File: src/rtl/balcmd_pkg.sv
package balcmd_pkg;
  localparam int BYTE_W       = 8;
  localparam int THR_HI_BYTE  = 0;
  localparam int THR_LO_BYTE  = 1;
  localparam int FLAG_BYTE    = 3;
  localparam int RENUM_BIT    = 2;
  localparam int BYP_BYTE     = 4;
  localparam int CODE_W       = 16;

  typedef struct packed {
    logic loadCmd;
    logic lockout;
  } ctlStrobe_t;
endpackage

File: src/rtl/balcmd_ctrl.sv
module balcmd_ctrl
  import balcmd_pkg::*;
#(
  parameter logic [10:0] FRAME_ID   = 11'h3C3,
  parameter int          GAP_CYCLES = 50_000_000
)(
  input  logic       clk,
  input  logic       rstN,
  input  logic       frmValid,
  input  logic [10:0] frmId,
  output ctlStrobe_t strobes
);
  localparam int CNT_W = $clog2(GAP_CYCLES + 1);
  localparam logic [CNT_W-1:0] LAST_IDLE = CNT_W'(GAP_CYCLES - 1);

  logic idHit;
  logic armed;
  logic locked;
  logic [CNT_W-1:0] gapCnt;

  assign idHit = frmValid && (frmId == FRAME_ID);

  always_ff @(posedge clk or negedge rstN) begin
    if (!rstN) begin
      armed  <= 1'b0;
      locked <= 1'b0;
      gapCnt <= '0;
    end else begin
      if (idHit) begin
        armed  <= 1'b1;
        gapCnt <= '0;
      end else if (armed && !locked) begin
        gapCnt <= gapCnt + 1'b1;
        if (gapCnt == LAST_IDLE) locked <= 1'b1;
      end
    end
  end

  assign strobes.loadCmd = idHit && !locked;
  assign strobes.lockout = locked;
endmodule

File: src/rtl/balcmd_datapath.sv
module balcmd_datapath
  import balcmd_pkg::*;
#(
  parameter int OFFSET_MV = 2100,
  parameter int CELLS     = 8,
  parameter int THR_W     = 17
)(
  input  logic              clk,
  input  logic              rstN,
  input  ctlStrobe_t        strobes,
  input  logic [CODE_W-1:0] thrCode,
  input  logic              renumFlag,
  input  logic [CELLS-1:0]  bypassField,
  output logic [THR_W-1:0]  thresholdMv,
  output logic [CELLS-1:0]  bypassEn,
  output logic              renumPulse
);
  localparam logic [THR_W-1:0] BASE_MV = THR_W'(OFFSET_MV);

  logic [CELLS-1:0] bypassReg;

  always_ff @(posedge clk or negedge rstN) begin
    if (!rstN) begin
      thresholdMv <= BASE_MV;
      bypassReg   <= '0;
      renumPulse  <= 1'b0;
    end else begin
      renumPulse <= strobes.loadCmd && renumFlag;
      if (strobes.loadCmd) begin
        thresholdMv <= BASE_MV + THR_W'(thrCode);
        bypassReg   <= bypassField;
      end
    end
  end

  for (genvar c = 0; c < CELLS; c++) begin : g_cellMask
    assign bypassEn[c] = bypassReg[c] && !strobes.lockout;
  end
endmodule

File: src/rtl/bal_cmd_decoder.sv
module bal_cmd_decoder
  import balcmd_pkg::*;
#(
  parameter logic [10:0] FRAME_ID   = 11'h3C3,
  parameter int          OFFSET_MV  = 2100,
  parameter int          CELLS      = 8,
  parameter int          GAP_CYCLES = 50_000_000,
  parameter int          THR_W      = $clog2(OFFSET_MV + (1 << CODE_W))
)(
  input  logic             clk,
  input  logic             rstN,
  input  logic             frmValid,
  input  logic [10:0]      frmId,
  input  logic [63:0]      frmData,
  output logic [THR_W-1:0] thresholdMv,
  output logic [CELLS-1:0] bypassEn,
  output logic             renumPulse,
  output logic             lockedOut
);
  ctlStrobe_t strobes;
  logic [CODE_W-1:0] thrCode;
  logic unusedData;

  assign thrCode = {frmData[THR_HI_BYTE*BYTE_W +: BYTE_W],
                    frmData[THR_LO_BYTE*BYTE_W +: BYTE_W]};
  assign unusedData = ^{frmData[23:16], frmData[31:27], frmData[25:24],
                        frmData[63:32+CELLS]};

  balcmd_ctrl #(.FRAME_ID(FRAME_ID), .GAP_CYCLES(GAP_CYCLES)) u_ctrl (
    .clk(clk), .rstN(rstN), .frmValid(frmValid), .frmId(frmId),
    .strobes(strobes)
  );

  balcmd_datapath #(.OFFSET_MV(OFFSET_MV), .CELLS(CELLS), .THR_W(THR_W)) u_dp (
    .clk(clk), .rstN(rstN), .strobes(strobes), .thrCode(thrCode),
    .renumFlag(frmData[FLAG_BYTE*BYTE_W + RENUM_BIT]),
    .bypassField(frmData[BYP_BYTE*BYTE_W +: CELLS]),
    .thresholdMv(thresholdMv), .bypassEn(bypassEn), .renumPulse(renumPulse)
  );

  assign lockedOut = strobes.lockout;
endmodule

File: config.mk
export PLATFORM = sky130hd
export DESIGN_NAME = bal_cmd_decoder
export DESIGN_NICKNAME = d
export VERILOG_FILES = /design/src/rtl/balcmd_pkg.sv /design/src/rtl/balcmd_ctrl.sv /design/src/rtl/balcmd_datapath.sv /design/src/rtl/bal_cmd_decoder.sv
export SDC_FILE = /design/constraint.sdc
export NUM_CORES = 1
export LEC_CHECK = 0
export BUFFER_PORTS_ARGS = -buffer_cell sky130_fd_sc_hd__buf_4
export CORE_ASPECT_RATIO = 0.8
export CORE_MARGIN = 1.5
export CORE_UTILIZATION = 55
export CTS_BUF_LIST = sky130_fd_sc_hd__clkbuf_8
export DETAILED_ROUTE_END_ITERATION = 10
export GPL_TIMING_DRIVEN = 1
export HOLD_SLACK_MARGIN = 0.02
export PLACE_DENSITY = 0.88
export SETUP_SLACK_MARGIN = 0.02
export SYNTH_ARGS = -nofsm -noshare
export SYNTH_HDL_FRONTEND = slang
export SYNTH_SLANG_ARGS = --single-unit
File: constraint.sdc
create_clock -name clk -period 3.1 [get_ports clk]
set_clock_uncertainty 0.1 [all_clocks]
set_input_delay 0.155 -clock clk [delete_from_list [all_inputs] [get_ports clk]]
set_output_delay 0.155 -clock clk [all_outputs]
set_load 0.02 [all_outputs]
# --- Word level (Yosys, flattened, before mapping) ---
# Index checks and enable logic that the tools add are counted.
op_classes:
  multipliers: 0
  bitwise_logic: 1
  eq_ne: 2
  mux: 2
  n_shift: 0
  n_reduce_logical: 15
  n_addsub: 2
  div_mod_pow: 0
  magnitude_cmp: 0
ops:
  columns: ["operator", "count"]
  rows:
  - ["26-bit 2-to-1 mux", 2]
  - ["26-bit by 1-bit adder with 26-bit output (second input constant)", 1]
  - ["26-bit == test (second input constant)", 1]
  - ["12-bit by 16-bit adder with 17-bit output (first input constant)", 1]
  - ["1-bit logical AND", 12]
  - ["11-bit by 10-bit == test with 1-bit output (second input constant)", 1]
  - ["3-bit AND reduction", 1]
  - ["2-bit nonzero test", 1]
  - ["1-bit zero test", 1]
  - ["1-bit NOT", 1]
totals:
  romBits: 0
  output_inout_bits: 27
  latchBits: 0
  inputBits: 78
  register_bits: 54
  memories: 0
  mem_bits_rw: 0
  wordCells: 28

# --- Longest topological paths before layout ---
depth:
  ltp_word: 4
  mapped_depth: 6
  mapped_depth_nobuf: 5

# --- Hierarchy ---
# From an unflattened synthesis, not the netlist that was laid out.
hier_totals:
  cells_unflattened: 276
  hier_area_um2: 2874.0
modules_own_cells:
  columns: ["module", "seq_area_each_um2", "area_per_inst_um2", "cells_per_inst", "instances"]
  rows:
  - ["balcmd_ctrl", 700.7, 1611.5, 168, 1]
  - ["balcmd_datapath", 655.6, 1262.5, 108, 1]

# --- Worst setup path after synthesis ---
# Ideal clock, no wire load.
synth_timing:
  path_type: "reg-to-reg"
  from: "register u_ctrl.locked"
  to: "register u_ctrl.gapCnt[19]"
  arrival_time_ns: 1.704
  t_required_ns: 2.922
  setup_time_ns: 0.078
  setup_slack_ns: 1.219
  synth_period_minus_slack_ns: 1.881
  path_stages_with_launch: 6
  path_buffers: 1
  path_cell_list: "dfrtp_1 > and4b_1 > buf_2 > nand2_1 > or4_1 > a21oi_1"
synth_via:
  elab_chain_len: 3
synth_rtl:
  columns: ["element", "line_no", "rtl"]
  rows:
  - ["start, declared", "balcmd_ctrl.sv:18", "logic locked;"]
  - ["start signal, assigned", "balcmd_ctrl.sv:26", "locked <= 1'b0;"]
  - ["start signal, assigned", "balcmd_ctrl.sv:34", "if (gapCnt == LAST_IDLE) locked <= 1'b1;"]
  - ["1-bit zero test", "balcmd_ctrl.sv:32", "end else if (armed && !locked) begin"]
  - ["1-bit logical AND", "balcmd_ctrl.sv:32", null]
  - ["2-bit nonzero test (no line)", null, null]
  - ["end signal, assigned", "balcmd_ctrl.sv:33", "gapCnt <= gapCnt + 1'b1;"]
  - ["end, declared", "balcmd_ctrl.sv:19", "logic [CNT_W-1:0] gapCnt;"]
# No other way between the ends.
# A chain may end at the register's enable or synchronous reset.

# --- Worst setup path in the final report ---
layout_timing:
  from: "register u_ctrl.gapCnt[5]"
  to: "register u_ctrl.gapCnt[25]"
layout_via:
  elab_chain_len: 3
layout_rtl:
  columns: ["element", "line_no", "rtl"]
  rows:
  - ["26-bit by 1-bit adder with 26-bit output", "balcmd_ctrl.sv:33", null]
  - ["26-bit 2-to-1 mux", "balcmd_ctrl.sv:32", null]
  - ["26-bit 2-to-1 mux", "balcmd_ctrl.sv:29", "if (idHit) begin"]
# No other way between the ends. The select of a mux whose other input is x is not followed.

==> impl_metrics.json <==
{
  "status": "complete, no violations",
  "start_util_pct": 58.8,
  "design.core.area_sq_mm": 0.00471,
  "cp-end-kind": "register",
  "cellLeakagePower_nw": 1.55,
  "diodes": 0,
  "syn_to_final_growth_pct": 27.8,
  "layout_common_cells": "buf_4 (69), dfrtp_1 (50), a21oi_1 (20)",
  "synth_seq_cells": 54,
  "setup_viol": 0,
  "rrSetupSlack_ns": 0.92,
  "cts.htree.levels": 2,
  "hold-path-cell-count": 3,
  "max-vdd-ir-drop_mv": 0.458,
  "cts_root_buf": "clkbuf_8",
  "cts_sinks": 54,
  "syn-cell-area_sq_mm": 0.00277,
  "fp.dieW_um": 82.3,
  "synthFlopType": "dfrtp_1",
  "slew-limit-headroom_pct": 40.3,
  "nets": 425,
  "rows": 22,
  "synth_nets": 349,
  "grt_usage_pct": 27.8,
  "grt_pass1_wl_um": 11400,
  "cts_resized": 0,
  "holdWs_ns": 0.0401,
  "synth_top_area_cell": "dfrtp_1",
  "wl_per_cell_um": 16.9,
  "cts_buffer_depth": 2,
  "die_h_um": 66.5,
  "crit_required_ns": 3.23,
  "grt_start_max_net_pins": 55,
  "first_iter_violations": 312,
  "hold_viol_final": 0,
  "cap_violations": 0,
  "wirelength_um": 6860,
  "synth_cell_types": 40,
  "dp_hpwl_um": 4650,
  "layout_commonest_cell": "buf_4",
  "antenna_found_initial": 0,
  "synth_warnings": 0,
  "drv_slew": 0,
  "p_total_mw": 1.87,
  "syn_inst": 268,
  "finalCritPeriodShare_pct": 70.3,
  "viasPerCell": 5.93,
  "r2r_cells": 4,
  "grt_setup_unrepaired": "no",
  "dieArea_sq_mm": 0.00547,
  "synthArstFlopShare_pct": 100,
  "fmax_mhz": 459,
  "portBuffers": 65,
  "vias": 2402,
  "critPathLaunchType": "register",
  "finalCriticalPeriod_ns": 2.18,
  "route.detailed.drc": 0,
  "drive_above_1_share_pct": 29.9,
  "hp-class": "primary input to register",
  "criticalPathCategory": "register to register",
  "post-route-util_pct": 75.2,
  "syn_area_per_cell_sq_um": 10.3,
  "first_global_vias": 2317,
  "arrival_ns": 2.31,
  "setup_tns_ns": 0,
  "yosys-top-cells-area": "dfrtp_1 (45%), mux2_2 (6.1%), xor2_1 (4.4%)",
  "cts_tree": "yes",
  "gr-total-overflow": 0,
  "clock_latency_ns": 0.31,
  "seq_area_frac_synth_pct": 49.0,
  "clk_pin_slew_worst_paths_ns": 0.10,
  "power_per_cell_area_mw_per_mm2": 528,
  "drtAntennaViolNets": 0,
  "path_max_fanout": 14,
  "place_congestion": 0.925,
  "worst_pin_slew_ns": 0.888,
  "numCtsBuffers": 5,
  "first_pass_iters": 4,
  "synth_edf_count": 0,
  "yosys.area.top_type_share_pct": 45.2,
  "num_io_pins": 105
}
-- synth_stat cells (all sizes together), types with 6 or more instances --
cell,n
a21oi,20
and2,6
clkbuf,10
dfrtp,50
mux2,15
nand2,10
nand3,16
nand4,12
nor2,19
nor2b,8
o21ai,10
o31ai,7
or3,10
or4,9
xor2,14
-- area by class of cell --
type                       count  area (sq um)
timing repair buffer          82           648
clock inverter                 3          21.3
multi-input combinational    199          1360
inverter                       2          7.51
fill                         327          1170
clock buffer                   5          68.8
sequential                    54          1360
tap                           60          75.1
-- sequential cells by signal, indices dropped and copies added (netlist names) --
name / flops
u_ctrl.armed: 1
u_ctrl.locked: 1
u_dp.bypassReg: 8
u_dp.renumPulse: 1
u_ctrl.gapCnt: 26
u_dp.thresholdMv: 17
-- layer usage --
| layer | global-route usage [%] | part of all wire, % |
|---|---|---|
| met1 | 37.9 | 44 |
| met2 | 44.1 | 50 |
| met3 | 6.03 | 5.4 |
| met4 | 8.90 | 1.1 |
| met5 | 0 | 0 |
-- worst paths after layout --
path / start / to
setup / recovery: u_ctrl.gapCnt[5] / u_ctrl.gapCnt[25]
hold / removal: frmData[13] / u_dp.thresholdMv[5]
setup reg to reg: u_ctrl.gapCnt[5] / u_ctrl.gapCnt[25]
hold reg to reg: u_dp.thresholdMv[2] / u_dp.thresholdMv[2]
max in group asynchronous: rstN / u_dp.bypassReg[5]
min in group asynchronous: rstN / u_ctrl.gapCnt[9]
-- kinds of logic (layout without fill, tap and decap cells) --
| family | after synthesis | in the layout | synth area share (%) |
|---|---|---|---|
| buffers and inverters | 15 | 92 | 2.21 |
| AND/OR/NAND/NOR | 115 | 115 | 25.2 |
| flip-flops | 54 | 54 | 49.0 |
| XOR/XNOR | 18 | 18 | 5.69 |
| adder cells (fa/ha/maj) | 3 | 3 | 1.36 |
| multiplexers | 16 | 16 | 6.46 |
| AO/OA/AOI/OAI | 47 | 47 | 10.1 |
-- report_power, final --
part	total, mW	internal (mW)	switching, mW	leakage (nW)
Clock	0.398	0.159	0.239	0.0441
Combinational	0.549	0.217	0.331	0.878
Sequential	0.922	0.801	0.121	0.627
Total	1.87	1.18	0.691	1.55
-- worst max-delay path, stage by stage, from the launching register on --
cell and delay, ns:
dfrtp_1 0.45, and4_1 0.35, nand4_1 0.42, or4_1 0.63, a21oi_1 0.16
-- per-stage QoR --
stage                     setup WS [ns]  cells  area (sq um)
after floorplan                    1.22    268          2770
after global placement             1.04    384          3320
after detailed placement          0.997    384          3320
after CTS                         0.977    405          3540
after global routing              0.716    405          3540
final                             0.920    405          3540
-- timing repair --
item                                   in CTS  in global routing
setup buffers                               0                  0
endpoints found under the hold margin      62                  0
hold buffers                               13                  0
setup endpoints to repair                   0                  0
(Power assumes the default switching activity.)
